$ cat config.mk
export PLATFORM = sky130hd
export DESIGN_NAME = i2c_id_slave
export DESIGN_NICKNAME = d
export VERILOG_FILES = /design/src/rtl/i2c_id_pkg.sv /design/src/rtl/i2c_id_linesync.sv /design/src/rtl/i2c_id_regs.sv /design/src/rtl/i2c_id_fsm.sv /design/src/rtl/i2c_id_slave.sv
export SDC_FILE = /design/constraint.sdc
export NUM_CORES = 1
export LEC_CHECK = 0
export ABC_AREA = 1
export CORE_MARGIN = 2
export CORE_UTILIZATION = 50
export CTS_BUF_LIST = sky130_fd_sc_hd__clkbuf_4
export CTS_CLUSTER_SIZE = 25
export DETAILED_ROUTE_END_ITERATION = 16
export GPL_TIMING_DRIVEN = 0
export PLACE_DENSITY = 0.7
export SETUP_SLACK_MARGIN = 0.02
export SLEW_MARGIN = 15
export SYNTH_ARGS = -nofsm -noshare
export SYNTH_HDL_FRONTEND = slang
export SYNTH_SLANG_ARGS = --single-unit
$ cat constraint.sdc
create_clock -name clk -period 1.65 [get_ports clk]
set_clock_uncertainty 0.2 [all_clocks]
set_input_delay 0.2475 -clock clk [delete_from_list [all_inputs] [get_ports clk]]
set_output_delay 0.2475 -clock clk [all_outputs]
set_load 0.02 [all_outputs]
$ cat src/rtl/i2c_id_pkg.sv
// Package: shared types for the two-wire identification slave.
// Assumes: nothing beyond IEEE 1800-2017.
package i2c_id_pkg;

    // Bus engine states.
    typedef enum logic [2:0] {
        ST_IDLE,     // no transaction for this slave
        ST_RX,       // shifting in an address or data byte
        ST_RX_END,   // eight bits in, waiting for SCL fall to decide
        ST_ACK_OUT,  // pulling SDA low for the ninth clock
        ST_TX,       // shifting a byte out
        ST_ACK_IN,   // waiting for the master's acknowledge bit
        ST_TX_LOAD,  // master acknowledged, next byte loads on SCL fall
        ST_WAIT      // not addressed or read ended, wait for START/STOP
    } bus_state_t;

endpackage

$ cat src/rtl/i2c_id_linesync.sv
// Module: i2c_id_linesync
// Brings SCL and SDA into the clock domain through a synchronizer chain.
// It then flags the SCL edges and the START and STOP conditions, each as
// a single-cycle pulse.
// Assumes: the system clock is many times the bus bit rate; SYNC_STAGES >= 2.
module i2c_id_linesync #(
    parameter int SYNC_STAGES = 2
) (
    input  logic clk,
    input  logic rst_n,
    input  logic scl_in,
    input  logic sda_in,
    output logic sda_hi,
    output logic scl_rise,
    output logic scl_fall,
    output logic start_det,
    output logic stop_det
);
    localparam int LAST = SYNC_STAGES - 1;

    logic [LAST:0] scl_pipe;
    logic [LAST:0] sda_pipe;
    logic          scl_q;
    logic          sda_q;
    logic          scl_now;
    logic          sda_now;

    // Synchronizer chains; an idle bus reads high.
    always_ff @(posedge clk) begin
        if (!rst_n) begin
            scl_pipe <= '1;
            sda_pipe <= '1;
        end else begin
            scl_pipe <= {scl_pipe[LAST-1:0], scl_in};
            sda_pipe <= {sda_pipe[LAST-1:0], sda_in};
        end
    end

    assign scl_now = scl_pipe[LAST];
    assign sda_now = sda_pipe[LAST];

    // One-cycle history of the synchronized lines, used for edge detection.
    always_ff @(posedge clk) begin
        if (!rst_n) begin
            scl_q <= 1'b1;
            sda_q <= 1'b1;
        end else begin
            scl_q <= scl_now;
            sda_q <= sda_now;
        end
    end

    assign sda_hi    = sda_now;
    assign scl_rise  = scl_now & ~scl_q;
    assign scl_fall  = ~scl_now & scl_q;
    assign start_det = scl_now & scl_q & sda_q & ~sda_now;
    assign stop_det  = scl_now & scl_q & ~sda_q & sda_now;

endmodule

$ cat src/rtl/i2c_id_regs.sv
// Module: i2c_id_regs
// Holds the byte pointer and the single writable mode bit, and returns the
// byte at the pointer: an ID byte, the mode byte, or FFh.
// Assumes: ptr_load, wr_en and rd_adv are never asserted together;
// ID_BYTES is at most 255 and a power of two.
module i2c_id_regs #(
    parameter int                    ID_BYTES = 8,
    parameter logic [8*ID_BYTES-1:0] ID_VALUE = 64'h8E01_2345_6789_AB70
) (
    input  logic       clk,
    input  logic       rst_n,
    input  logic       ptr_load,
    input  logic [7:0] ptr_data,
    input  logic       wr_en,
    input  logic [7:0] wr_data,
    input  logic       rd_adv,
    output logic [7:0] rd_data,
    output logic       ctrl_bit
);
    localparam int         IDX_W    = (ID_BYTES > 1) ? $clog2(ID_BYTES) : 1;
    localparam logic [7:0] CTRL_PTR = 8'(ID_BYTES);

    logic [7:0] ptr;
    logic       ctrl;
    logic [7:0] id_arr [ID_BYTES];

    // Split the ID parameter into byte lanes.
    for (genvar g = 0; g < ID_BYTES; g++) begin : g_id
        assign id_arr[g] = ID_VALUE[8*g +: 8];
    end

    // Pointer: loaded by the first written byte, stepped after each byte.
    always_ff @(posedge clk) begin
        if (!rst_n)                ptr <= 8'd0;
        else if (ptr_load)         ptr <= ptr_data;
        else if (wr_en || rd_adv)  ptr <= ptr + 8'd1;
    end

    // Mode bit: only bit 0 of a write at the control location lands.
    always_ff @(posedge clk) begin
        if (!rst_n)                          ctrl <= 1'b1;
        else if (wr_en && ptr == CTRL_PTR)   ctrl <= wr_data[0];
    end

    // Read mux over ID bytes, the control byte and the empty range.
    always_comb begin
        if (ptr < CTRL_PTR)       rd_data = id_arr[ptr[IDX_W-1:0]];
        else if (ptr == CTRL_PTR) rd_data = {7'd0, ctrl};
        else                      rd_data = 8'hFF;
    end

    assign ctrl_bit = ctrl;

    // a byte read moves the pointer by exactly one.
    a_r5_ptr_step: assert property (@(posedge clk) disable iff (!rst_n)
        rd_adv |=> ptr == $past(ptr) + 8'd1);

    // writes away from the control location leave the mode bit alone.
    a_r7_ro_keep: assert property (@(posedge clk) disable iff (!rst_n)
        (wr_en && ptr != CTRL_PTR) |=> $stable(ctrl));

endmodule

$ cat src/rtl/i2c_id_fsm.sv
// Module: i2c_id_fsm
// Bus engine: receives the address and write bytes, acknowledges them,
// shifts read bytes out, and issues strobes to the register file.
// Assumes: inputs are the single-cycle events from i2c_id_linesync.
module i2c_id_fsm
    import i2c_id_pkg::*;
#(
    parameter logic [6:0] DEV_ADDR = 7'b1010000
) (
    input  logic       clk,
    input  logic       rst_n,
    input  logic       tmo_rst,
    input  logic       sda_hi,
    input  logic       scl_rise,
    input  logic       scl_fall,
    input  logic       start_det,
    input  logic       stop_det,
    input  logic [7:0] rd_data,
    output logic       sda_pull,
    output logic       ptr_load,
    output logic [7:0] ptr_data,
    output logic       wr_en,
    output logic [7:0] wr_data,
    output logic       rd_adv
);
    bus_state_t st;
    logic [2:0] cnt;
    logic [7:0] rx_sh;
    logic [7:0] tx_sh;
    logic       is_addr;
    logic       rd_mode;
    logic       ptr_set;
    logic       calm;

    // No overriding event this cycle.
    assign calm = !tmo_rst && !stop_det && !start_det;

    // State, bit counter and shift registers.
    always_ff @(posedge clk) begin
        if (!rst_n || tmo_rst) begin
            st      <= ST_IDLE;
            cnt     <= 3'd0;
            rx_sh   <= 8'd0;
            tx_sh   <= 8'hFF;
            is_addr <= 1'b0;
            rd_mode <= 1'b0;
            ptr_set <= 1'b0;
        end else if (stop_det) begin
            st <= ST_IDLE;
        end else if (start_det) begin
            st      <= ST_RX;
            cnt     <= 3'd0;
            is_addr <= 1'b1;
            rd_mode <= 1'b0;
            ptr_set <= 1'b0;
        end else begin
            case (st)
                ST_RX: if (scl_rise) begin
                    rx_sh <= {rx_sh[6:0], sda_hi};
                    cnt   <= cnt + 3'd1;
                    if (cnt == 3'd7) st <= ST_RX_END;
                end
                ST_RX_END: if (scl_fall) begin
                    if (is_addr) begin
                        if (rx_sh[7:1] == DEV_ADDR) begin
                            rd_mode <= rx_sh[0];
                            st      <= ST_ACK_OUT;
                        end else begin
                            st <= ST_WAIT;
                        end
                    end else begin
                        ptr_set <= 1'b1;
                        st      <= ST_ACK_OUT;
                    end
                end
                ST_ACK_OUT: if (scl_fall) begin
                    is_addr <= 1'b0;
                    cnt     <= 3'd0;
                    if (rd_mode) begin
                        tx_sh <= rd_data;
                        st    <= ST_TX;
                    end else begin
                        st <= ST_RX;
                    end
                end
                ST_TX: if (scl_fall) begin
                    cnt <= cnt + 3'd1;
                    if (cnt == 3'd7) begin
                        tx_sh <= 8'hFF;
                        st    <= ST_ACK_IN;
                    end else begin
                        tx_sh <= {tx_sh[6:0], 1'b1};
                    end
                end
                ST_ACK_IN: if (scl_rise) begin
                    st <= sda_hi ? ST_WAIT : ST_TX_LOAD;
                end
                ST_TX_LOAD: if (scl_fall) begin
                    tx_sh <= rd_data;
                    cnt   <= 3'd0;
                    st    <= ST_TX;
                end
                default: ;
            endcase
        end
    end

    // Register file strobes, decided on the SCL fall after a byte.
    always_comb begin
        ptr_load = calm && st == ST_RX_END && scl_fall && !is_addr && !ptr_set;
        wr_en    = calm && st == ST_RX_END && scl_fall && !is_addr && ptr_set;
        rd_adv   = calm && st == ST_TX && scl_fall && cnt == 3'd7;
    end

    assign ptr_data = rx_sh;
    assign wr_data  = rx_sh;

    // Open-drain request: acknowledge, or a zero data bit.
    assign sda_pull = (st == ST_ACK_OUT) || (st == ST_TX && !tx_sh[7]);

    // a STOP always returns the engine to idle.
    a_r2_stop_idle: assert property (@(posedge clk) disable iff (!rst_n)
        (stop_det && !tmo_rst) |=> (st == ST_IDLE && !sda_pull));

    // a bit being sent holds its value until an SCL fall.
    a_r4_tx_hold: assert property (@(posedge clk) disable iff (!rst_n)
        (st == ST_TX && !scl_fall && calm) |=> sda_pull == $past(sda_pull));

    // a not-acknowledge from the master ends all driving.
    a_r9_nack_release: assert property (@(posedge clk) disable iff (!rst_n)
        (st == ST_ACK_IN && scl_rise && sda_hi && calm) |=> (st == ST_WAIT && !sda_pull));

    // the timeout strobe idles the engine and frees SDA.
    a_r10_tmo_release: assert property (@(posedge clk) disable iff (!rst_n)
        tmo_rst |=> (st == ST_IDLE && !sda_pull));

endmodule

$ cat src/rtl/i2c_id_slave.sv
// Module: i2c_id_slave (top)
// Two-wire slave at a fixed address that reads out a fixed ID value and
// holds one writable mode bit. It wires together the line synchronizer,
// the bus engine and the register file.
// Assumes: the SDA pad pulls low when sda_pull is high and is released
// otherwise; scl_in and sda_in carry the pad levels.
module i2c_id_slave #(
    parameter logic [6:0]            DEV_ADDR    = 7'b1010000,
    parameter int                    ID_BYTES    = 8,
    parameter logic [8*ID_BYTES-1:0] ID_VALUE    = 64'h8E01_2345_6789_AB70,
    parameter int                    SYNC_STAGES = 2
) (
    input  logic clk,
    input  logic rst_n,
    input  logic tmo_rst,
    input  logic scl_in,
    input  logic sda_in,
    output logic sda_pull,
    output logic ctrl_bit
);
    logic       sda_hi;
    logic       scl_rise;
    logic       scl_fall;
    logic       start_det;
    logic       stop_det;
    logic       ptr_load;
    logic [7:0] ptr_data;
    logic       wr_en;
    logic [7:0] wr_data;
    logic       rd_adv;
    logic [7:0] rd_data;

    i2c_id_linesync #(.SYNC_STAGES(SYNC_STAGES)) u_sync (
        .clk       (clk),
        .rst_n     (rst_n),
        .scl_in    (scl_in),
        .sda_in    (sda_in),
        .sda_hi    (sda_hi),
        .scl_rise  (scl_rise),
        .scl_fall  (scl_fall),
        .start_det (start_det),
        .stop_det  (stop_det)
    );

    i2c_id_fsm #(.DEV_ADDR(DEV_ADDR)) u_fsm (
        .clk       (clk),
        .rst_n     (rst_n),
        .tmo_rst   (tmo_rst),
        .sda_hi    (sda_hi),
        .scl_rise  (scl_rise),
        .scl_fall  (scl_fall),
        .start_det (start_det),
        .stop_det  (stop_det),
        .rd_data   (rd_data),
        .sda_pull  (sda_pull),
        .ptr_load  (ptr_load),
        .ptr_data  (ptr_data),
        .wr_en     (wr_en),
        .wr_data   (wr_data),
        .rd_adv    (rd_adv)
    );

    i2c_id_regs #(.ID_BYTES(ID_BYTES), .ID_VALUE(ID_VALUE)) u_regs (
        .clk      (clk),
        .rst_n    (rst_n),
        .ptr_load (ptr_load),
        .ptr_data (ptr_data),
        .wr_en    (wr_en),
        .wr_data  (wr_data),
        .rd_adv   (rd_adv),
        .rd_data  (rd_data),
        .ctrl_bit (ctrl_bit)
    );

endmodule

==> run metrics, run 1 <==
Distinct cells, synth 33; clk buf depth 2; Initial Util 52.6%; FF-to-FF setup slack -80 ps; Routed wire per std cell 12.2 um; vias per cell 5.15; Hold Path Stages 1; vias 2193; final setup fails 12; CP required 1720 ps; Post-Route Setup TNS -333 ps; crit path kind reg2reg; Core ar. 4410 um^2; diodes inserted 0; drt pass-1 iters 4; share of cells above drive strength 1 33.4%; Global Route Usage Sum 21.9%; hold_sp u_sync.scl_pipe[0]$_SDFF_PN1_; Post-DP HPWL 3570 um; syn_area_per_cell 6.95 um^2; pin count of the biggest net entering global routing 14; sequential share of power 62.7%; die width 72.1 um; Seq/Total Area, Yosys 34.5%; antenna-violating nets left 0; largest fanout on the critical path 4; max-cap violation count 0; tightest slew margin relative to the limit 63.2%; Period minus WS final 1730 ps; final hold violation count 0; non-filler cells, final 426; RR Startpoint u_fsm.st[1]$_SDFFE_PP0P_; Syn-to-layout area delta 26.2%; Clock Sink Count 40; WHS Endpoint u_sync.scl_pipe[1]$_SDFF_PN1_; Worst-Margin Slew 552 ps; global placer's final weighted congestion 0.875; Final nets 386; H-tree depth 2; placed insts 392; worst-case reg-to-reg path depth 11; Hold-fix buffers, CTS 0; crit path DAT 1790 ps; reg2reg end u_regs.ctrl_bit$_SDFFE_PN1P_; initial antenna violation count 0; dpl ws -397 ps; internal power 0.00116 W; Synth top area share 34.5%; WL final 5200 um; failing checks setup timing; Synth area leader dfxtp_1; DRT met1 WL 2490 um; Yosys warning count 0; clock latency on the worst-skew pair 360 ps; count of input and output buffers 6; combinational share of power 5.4%; Net Switching 0.000397 W; num rows 24; first-pass GRT wire length 9070 um; Crit. End Element flop; Sw Share 25.4%; Clock Power Share 31.8%; uppermost layer routed met4; RSZ-0062 raised after global routing yes; Net Count, Synth 347; met2 routed WL 2480 um; Startpoint Class flop; Post-Syn Area 2320 um^2; PwrDens 533 nW/um^2; Die Ht 72.1 um; Die ar. 5200 um^2; CTS tree yes; status complete, but fails checks; Peak VDD IR 0.000472 V; vias in the first global route 2053; # DRC 0; Final Core Density 66.3%; fmax 0.579 GHz; CTS buffer count 5; DP Area 2440 um^2; #FFs+latches synth 40; PnR worst setup slack -76.8 ps; HP Class reg2reg; final instance area 2930 um^2; LEAKAGE 1.27 nW; Syn Inst Count 334; clk slew on worst S/H paths 130 ps; Final Max Tran Viols 0; largest cells by area after synthesis dfxtp_1 (35%), nand2_1 (13%), a21oi_1 (6.9%), o21ai_0 (6.0%), nand3_1 (5.4%); met3 wire len 147 um; Remaining Overflow, GRT 0; initial DRC count 82; Tcrit/Tclk final 105%; clk root buf clkbuf_4; IO Pins 7
[registers in the layout (all words and copies together), names as in the netlist]
| name | cells |
|---|---|
| u_sync.scl_pipe | 2 |
| u_fsm.ptr_data | 8 |
| u_fsm.ptr_set | 1 |
| u_fsm.cnt | 3 |
| u_fsm.is_addr | 1 |
| u_fsm.st | 3 |
| u_fsm.rd_mode | 1 |
| u_regs.ptr | 8 |
| u_fsm.tx_sh | 8 |
| u_regs.ctrl_bit | 1 |
| u_sync.sda_q | 1 |
| u_sync.scl_q | 1 |
| u_sync.sda_pipe | 2 |
[Yosys cell counts, drive strengths merged]
library cell and instances:
nand3 27, a21oi 34, or2 5, inv 41, nand3b 1, xor2 3, nand4 3, o211ai 1
clkbuf 2, a21boi 1, nor2 35, nand2 86, o21a 1, ha 8, buf 6, o21ai 35
dfxtp 40, nor3 5
[worst max-delay path: stages, from the launching register on]
cell and delay (ps):
dfxtp_2 350, buf_6 110, buf_6 100, inv_4 30, nor2_8 100, nand3_4 100, nor2_4 130, buf_4 120
buf_4 100, nand3_2 60, a21oi_1 140, o21ai_1 80
[layout make-up]
class | count | area, um^2
inverters | 41 | 174
flip-flops and latches | 40 | 817
clock buffers | 5 | 37.5
multi-input cells | 246 | 1500
repair buffers | 30 | 249
well taps | 52 | 65.1
clock inverters | 3 | 18.8
repair inverters | 1 | 6.26
fillers | 383 | 1490
plain buffers | 8 | 63.8
[stage by stage]
stage,hold WS (ps),total power [W]
after floorplan,117,0.00105
after global placement,198,0.00107
final,215,0.00156
after CTS,220,0.00157
after detailed placement,207,0.00107
after global routing,242,0.00162
[power groups by stage]
stage	Clock (W)	Combinational [W]	Sequential [W]
final	0.000497	0.0000847	0.000979
after global routing	0.000549	0.0000947	0.000981
after CTS	0.000516	0.0000795	0.000979
after detailed placement	0	0.0000726	0.00100
after global placement	0	0.0000712	0.00100
after floorplan	0	0.0000475	0.00100
[metal layers]
layer	vias to the layer above	global-route usage, %
li1	1168	-
met1	986	28.6
met2	32	36.6
met3	7	4.17
met4	0	6.92
met5	-	0
[cell usage in the layout (no fill, tap or decap), drive strengths merged]
| cell type | instances |
|---|---|
| a21boi | 1 |
| nand2 | 87 |
| nand3 | 27 |
| nor3 | 5 |
| clkdlybuf4s50 | 4 |
| nand4 | 3 |
| clkbuf | 7 |
| clkinvlp | 2 |
| xor2 | 3 |
| or2 | 5 |
| nand3b | 1 |
| dlygate4sd2 | 1 |
| o21a | 1 |
| inv | 41 |
| dfxtp | 40 |
| buf | 31 |
| nor2 | 35 |
| a21oi | 34 |
| o211ai | 1 |
| o21ai | 35 |
| ha | 8 |
| clkinv | 2 |
[worst max path at each step]
stage / start / endpoint / slack (ps) / depth (start not counted)
after floorplan: u_fsm.cnt[0]$_SDFFE_PP0P_ / u_fsm.st[0]$_SDFFE_PP0P_ / 20 / 9
after global placement: rst_n / u_fsm.cnt[1]$_SDFFE_PP0P_ / -390 / 8
after detailed placement: rst_n / u_fsm.cnt[1]$_SDFFE_PP0P_ / -400 / 8
after CTS: u_fsm.st[2]$_SDFFE_PP0P_ / sda_pull / -150 / 5
after global routing: u_fsm.st[1]$_SDFFE_PP0P_ / u_regs.ptr[2]$_SDFFE_PN0P_ / -160 / 12
final: u_fsm.st[1]$_SDFFE_PP0P_ / u_regs.ctrl_bit$_SDFFE_PN1P_ / -80 / 11
[timing repair]
item,CTS,global route
gates cloned,1,3
endpoints found under the setup margin,28,34
pin swaps,14,10
setup buffers,12,10
resized for setup,41,53
[cells by family (layout without fill, tap and decap cells)]
family,after synthesis,in the layout,share of synthesized area [%]
adder cells (fa/ha/maj),8,8,4.32
AO/OA/AOI/OAI,72,72,16.7
buffers and inverters,49,88,9.28
AND/OR/NAND/NOR,162,163,34.0
flip-flops,40,40,34.5
XOR/XNOR,3,3,1.13
No activity file was read; power rests on OpenSTA's default activity.
==> inputs of run 2 (changes only) <==
CORE_UTILIZATION = 27   (was 50)
PLACE_DENSITY = default   (was 0.7)
==> run 2 against run 1 <==
The run still ends with setup timing left. Sequential cell count is the same. Routed wire length grew 9.0%. Sequential power is essentially flat. Maximum frequency grew 3.1%. Cell area grew 4.6%. Sequential share of layout area shrank 1.2 points. Via count grew 1.8%.
==> run metrics, run 2 (synthesized netlist as in run 1, its figures left out) <==
commonest non-fill, non-tap cell in the layout nand2_1 (unchanged); final setup fails 4 (was 12); clk buf depth 2 (unchanged); PwrDens 500 nW/um^2 (was 533 nW/um^2); failing checks setup timing (unchanged); Routed wire per std cell 11.8 um (was 12.2 um); RSZ-0062 raised after global routing yes (unchanged); clk slew on worst S/H paths 120 ps (was 130 ps); pin count of the biggest net entering global routing 12 (was 14); hold_ws 230 ps (was 215 ps); vias per cell 4.65 (was 5.15); Final nets 388 (was 386); Peak VDD IR 0.000189 V (was 0.000472 V); vias in the first global route 2087 (was 2053); clock latency on the worst-skew pair 350 ps (was 360 ps); num rows 33 (was 24); Syn-to-layout area delta 32.0% (was 26.2%); Period minus WS final 1670 ps (was 1730 ps); Startpoint Class flop (unchanged); # DRC 0 (unchanged); IO Pins 7 (unchanged); Die Ht 96.7 um (was 72.1 um); WL final 5660 um (was 5200 um); HP Class reg2reg (unchanged); highest-count cells in the layout ignoring fill and taps nand2_1 (67), dfxtp_1 (32), inv_1 (28), a21oi_1 (25) (was nand2_1 (69), inv_1 (31), dfxtp_1 (31), a21oi_1 (26)); non-filler cells, final 480 (was 426); H-tree depth 2 (unchanged); largest fanout on the critical path 7 (was 4); multi-input logic area 1550 um^2 (was 1500 um^2); tightest slew margin relative to the limit 57.3% (was 63.2%); share of cells above drive strength 1 35.2% (was 33.4%); FILL cells 863 (was 383); Initial Util 28.1% (was 52.6%); global placer's final weighted congestion 0.864 (was 0.875); fmax 0.597 GHz (was 0.579 GHz); Remaining Overflow, GRT 0 (unchanged); clk root buf clkbuf_4 (unchanged); status complete, but fails checks (unchanged); final hold violation count 0 (unchanged); count of input and output buffers 6 (unchanged); Tcrit/Tclk final 101% (was 105%); crit path DAT 1710 ps (was 1790 ps); Post-DP HPWL 3740 um (was 3570 um); sequential cell area 818 um^2 (was 817 um^2); crit path kind reg2reg (unchanged); antenna-violating nets left 0 (unchanged); vias 2232 (was 2193); CP required 1690 ps (was 1720 ps); Clock Sink Count 40 (unchanged); first-pass GRT wire length 9370 um (was 9070 um); initial antenna violation count 0 (unchanged); initial DRC count 113 (was 82); max-cap violation count 0 (unchanged); Global Route Usage Sum 12.0% (was 21.9%); LEAKAGE 1.29 nW (was 1.27 nW); die width 96.7 um (was 72.1 um); CTS buffer count 5 (unchanged); Die ar. 9350 um^2 (was 5200 um^2); placed insts 445 (was 392); PnR worst setup slack -24.4 ps (was -76.8 ps); CTS tree yes (unchanged); dpl ws -410 ps (was -397 ps); Worst-Margin Slew 640 ps (was 552 ps); Crit. End Element flop (unchanged); Final Max Tran Viols 0 (unchanged); Final Core Density 37.1% (was 66.3%); drt pass-1 iters 4 (unchanged); diodes inserted 0 (unchanged); Core ar. 8260 um^2 (was 4410 um^2)
==> run 2: cell types whose count changed in the layout (fill, tap and decap cells not counted), sizes merged <==
cell      previous run  this run
clkinvlp             2         1
buf                 31        33
inv                 41        40
clkinv               2         3
==> run 2: repair_timing <==
action / 4_1_cts / 5_1_grt
endpoints found under the hold margin: 0 / 0
hold buffers: 0 / 0
pin swaps: 13 / 15
setup endpoints to repair: 29 / 29
gates resized for setup: 52 / 51
setup buffers: 19 / 7
cloned: 3 / 0
==> run 2: cell type report <==
type,count,share of cell area (%)
Multi-Input combinational cell,246,50.7
Sequential cell,40,26.7
Inverter,41,5.76
Tap cell,105,4.29
Clock inverter,2,0.245
Clock buffer,5,1.23
Buffer,7,1.72
Timing Repair Buffer,33,9.07
Timing Repair inverter,1,0.245
==> run 2: path summary, 6_finish.rpt <==
path                            startpoint                            end  slack (ps)  cells past startpoint
min reg2reg  u_sync.sda_pipe[0]$_SDFF_PN1_  u_sync.sda_pipe[1]$_SDFF_PN1_         230                      1
max reg2reg       u_fsm.st[2]$_SDFFE_PP0P_    u_fsm.tx_sh[7]$_SDFFE_PP1P_         -20                      8
max               u_fsm.st[2]$_SDFFE_PP0P_    u_fsm.tx_sh[7]$_SDFFE_PP1P_         -20                      8
min          u_sync.sda_pipe[0]$_SDFF_PN1_  u_sync.sda_pipe[1]$_SDFF_PN1_         230                      1
==> run 2: per-stage QoR <==
stage / TNS, ps / instance area, um^2 / power (W)
after floorplan: 0 / 2320 / 0.00105
after global placement: -6650 / 2510 / 0.00107
after detailed placement: -6930 / 2510 / 0.00107
after CTS: -662 / 2830 / 0.00155
after global routing: -1680 / 3060 / 0.00162
final: -42.7 / 3060 / 0.00153
==> run 2: worst max-delay path, stage by stage, from the launching register on <==
cell	delay, ps
dfxtp_1	330
buf_6	140
buf_4	150
nor2_4	120
nand2_2	80
nand3_4	140
clkinvlp_4	190
o21ai_1	160
nand2_1	60
==> run 2: layer usage <==
metal	GRT usage (%)	up-vias	routed length [um]
li1	-	1166	-
met1	15.7	1036	2650
met2	19.2	23	2810
met3	2.67	7	122
met4	4.44	0	87
met5	0	-	0
==> run 2: report_power, final <==
part           total (W)  internal [W]  leakage (nW)  switching, W
combinational  0.0000878     0.0000340         0.938     0.0000538
clock           0.000466      0.000149        0.0261      0.000317
sequential      0.000977      0.000969         0.327    0.00000796
total            0.00153       0.00115          1.29      0.000378
==> inputs of run 3 (changes only) <==
CORE_UTILIZATION = 45   (was 27)
clock period = 1.6 ns   (was 1.65 ns; I/O delays follow)
==> run 3 against run 2 <==
The flow still finishes with violations (setup timing). Critical path depth is 3 lower. Die area is 39% lower. Cell area decreased by 2.7%. Routed wire length is 2.2% lower. Worst setup slack got worse by 77 ps. First-iteration DRC count fell by 30%. Utilization is 22 points higher. Sequential share of layout area grew 0.82 points. Sequential cell count is the same. Power grew 16%. Sequential power barely moved. Non-clock buffer count shrank 1. Largest cell class unchanged. Largest power group unchanged.
==> run metrics, run 3 (synthesized netlist as in run 1, its figures left out) <==
vias per cell 4.91 (was 4.65); IO Pins 7 (unchanged); internal power 0.00136 W (was 0.00115 W); PnR worst setup slack -101 ps (was -24.4 ps); Clock Sink Count 40 (unchanged); Post-Route Setup TNS -415 ps (was -42.7 ps); CTS tree yes (unchanged); initial DRC count 79 (was 113); CP required 1160 ps (was 1690 ps); vias 2177 (was 2232); clk buf depth 2 (unchanged); Routed wire per std cell 12.5 um (was 11.8 um); num rows 26 (was 33); LEAKAGE 1.30 nW (was 1.29 nW); highest-count cells in the layout ignoring fill and taps nand2_1 (73), dfxtp_1 (30), a21oi_1 (29), inv_1 (28), buf_4 (22) (was nand2_1 (67), dfxtp_1 (32), inv_1 (28), a21oi_1 (25)); Worst-Margin Slew 533 ps (was 640 ps); share of cells above drive strength 1 31.6% (was 35.2%); Startpoint Class flop (unchanged); Syn-to-layout area delta 28.4% (was 32.0%); RSZ-0062 raised after global routing yes (unchanged); sequential share of power 56.9% (was 63.8%); CP peak stage delay 330 ps (about the same); Remaining Overflow, GRT 0 (unchanged); tightest slew margin relative to the limit 64.5% (was 57.3%); Crit. End Element output port (was flop); die width 75.8 um (was 96.7 um); final setup fails 11 (was 4); clock latency on the worst-skew pair 360 ps (was 350 ps); largest fanout on the critical path 6 (was 7); Die Ht 75.8 um (was 96.7 um); Final Max Tran Viols 0 (unchanged); CP cell instances buf_6 -> inv_2 -> nand3_2 -> o21ai_1 -> buf_4 (was buf_6 -> buf_4 -> nor2_4 -> nand2_2 -> nand3_4 -> clkinvlp_4 -> o21ai_1 -> nand2_1); Net Switching 0.000412 W (was 0.000378 W); pin count of the biggest net entering global routing 14 (was 12); Period minus WS final 1700 ps; PwrDens 594 nW/um^2 (was 500 nW/um^2); diodes inserted 0 (unchanged); CTS buffer count 5 (unchanged); Initial Util 46.0% (was 28.1%); Clock Power Share 38.2% (was 30.4%); count of input and output buffers 6 (unchanged); drt pass-1 iters 4 (unchanged); final hold violation count 0 (unchanged); Crit path max-delay family buffers and inverters (unchanged); dpl ws -473 ps (was -410 ps); clk root buf clkbuf_4 (unchanged); Core ar. 5040 um^2 (was 8260 um^2); first-pass GRT wire length 8890 um (was 9370 um); HP Class reg2reg (unchanged); Crit path depth 5 (was 8); # DRC 0 (unchanged); Sw Share 23.2% (was 24.7%); Hold Path Stages 1 (unchanged); clk slew on worst S/H paths 140 ps (was 120 ps); Post-DP HPWL 3730 um (was 3740 um); Die ar. 5740 um^2 (was 9350 um^2); commonest non-fill, non-tap cell in the layout nand2_1 (unchanged); Buffers & Inverters on Critical Path 3 (unchanged); Hold-fix buffers, CTS 0 (unchanged); Global Route Usage Sum 20.5% (was 12.0%); combinational share of power 4.9% (was 5.7%); crit path kind reg2out (was reg2reg); WL final 5540 um (was 5660 um); antenna-violating nets left 0 (unchanged); Critical-path top delay cell dfxtp_1 (unchanged); status complete, but fails checks (unchanged); global placer's final weighted congestion 0.869 (was 0.864); max-cap violation count 0 (unchanged); worst-case reg-to-reg path depth 11 (was 8); crit path DAT 1260 ps (was 1710 ps); initial antenna violation count 0 (unchanged); Tcrit/Tclk final 106%; FILL cells 483 (was 863); vias in the first global route 1956 (was 2087); H-tree depth 2 (unchanged); Final nets 385 (was 388); failing checks setup timing (unchanged); fmax 0.588 GHz; Peak VDD IR 0.000479 V (was 0.000189 V)
==> run 3: cell type report <==
type,count,area [um^2],share of cell area [%]
clock buffers,5,37.5,1.26
flip-flops and latches,40,821,27.6
inverters,41,176,5.92
repair buffers,32,280,9.41
clock inverters,3,42.5,1.43
multi-input cells,245,1480,49.6
well taps,70,87.6,2.94
plain buffers,7,57.6,1.93
==> run 3: power groups by stage <==
stage / sequential (W) / clock [W] / combinational (W)
3_3_place_gp: 0.00103 / 0 / 0.0000746
2_1_floorplan: 0.00103 / 0 / 0.0000490
5_1_grt: 0.00101 / 0.000753 / 0.0000966
6_report: 0.00101 / 0.000676 / 0.0000867
3_5_place_dp: 0.00103 / 0 / 0.0000749
4_1_cts: 0.00101 / 0.000704 / 0.0000819
==> run 3: final timing paths <==
| kind | end | startpoint | slack, ps |
|---|---|---|---|
| worst max register to register | u_regs.ptr[2]$_SDFFE_PN0P_ | u_fsm.st[1]$_SDFFE_PP0P_ | -50 |
| worst max-delay path | sda_pull | u_fsm.st[2]$_SDFFE_PP0P_ | -100 |
| worst min-delay path | u_sync.sda_pipe[1]$_SDFF_PN1_ | u_sync.sda_pipe[0]$_SDFF_PN1_ | 230 |
| worst min register to register | u_sync.sda_pipe[1]$_SDFF_PN1_ | u_sync.sda_pipe[0]$_SDFF_PN1_ | 230 |
==> run 3: through the flow <==
stage | std cells | util [%] | power (W) | hold slack [ps] | cell area [um^2]
final | 443 | 59.1 | 0.00177 | 227 | 2980
after floorplan | 334 | - | 0.00108 | 109 | 2330
after CTS | 437 | 56.0 | 0.00180 | 223 | 2820
after global placement | 410 | 49.2 | 0.00111 | 195 | 2480
after detailed placement | 410 | 49.2 | 0.00111 | 200 | 2480
after global routing | 443 | 59.1 | 0.00186 | 230 | 2980
==> run 3: routing by layer <==
layer  GRT usage [%]  vias to the layer above  part of all wire [%]
met5               0                        -                     0
met4            6.43                        0                   1.2
met3            4.76                        8                   2.1
met2            32.7                       21                    48
met1            27.5                      983                    49
li1                -                     1165                     -
==> run 3: what timing repair did <==
item                                    4_1_cts  5_1_grt
resized for setup                            47       43
gates cloned                                  1        0
pin swaps                                    13       16
endpoints found under the setup margin       30       35
setup buffers                                18        7
hold endpoints to repair                      0        0
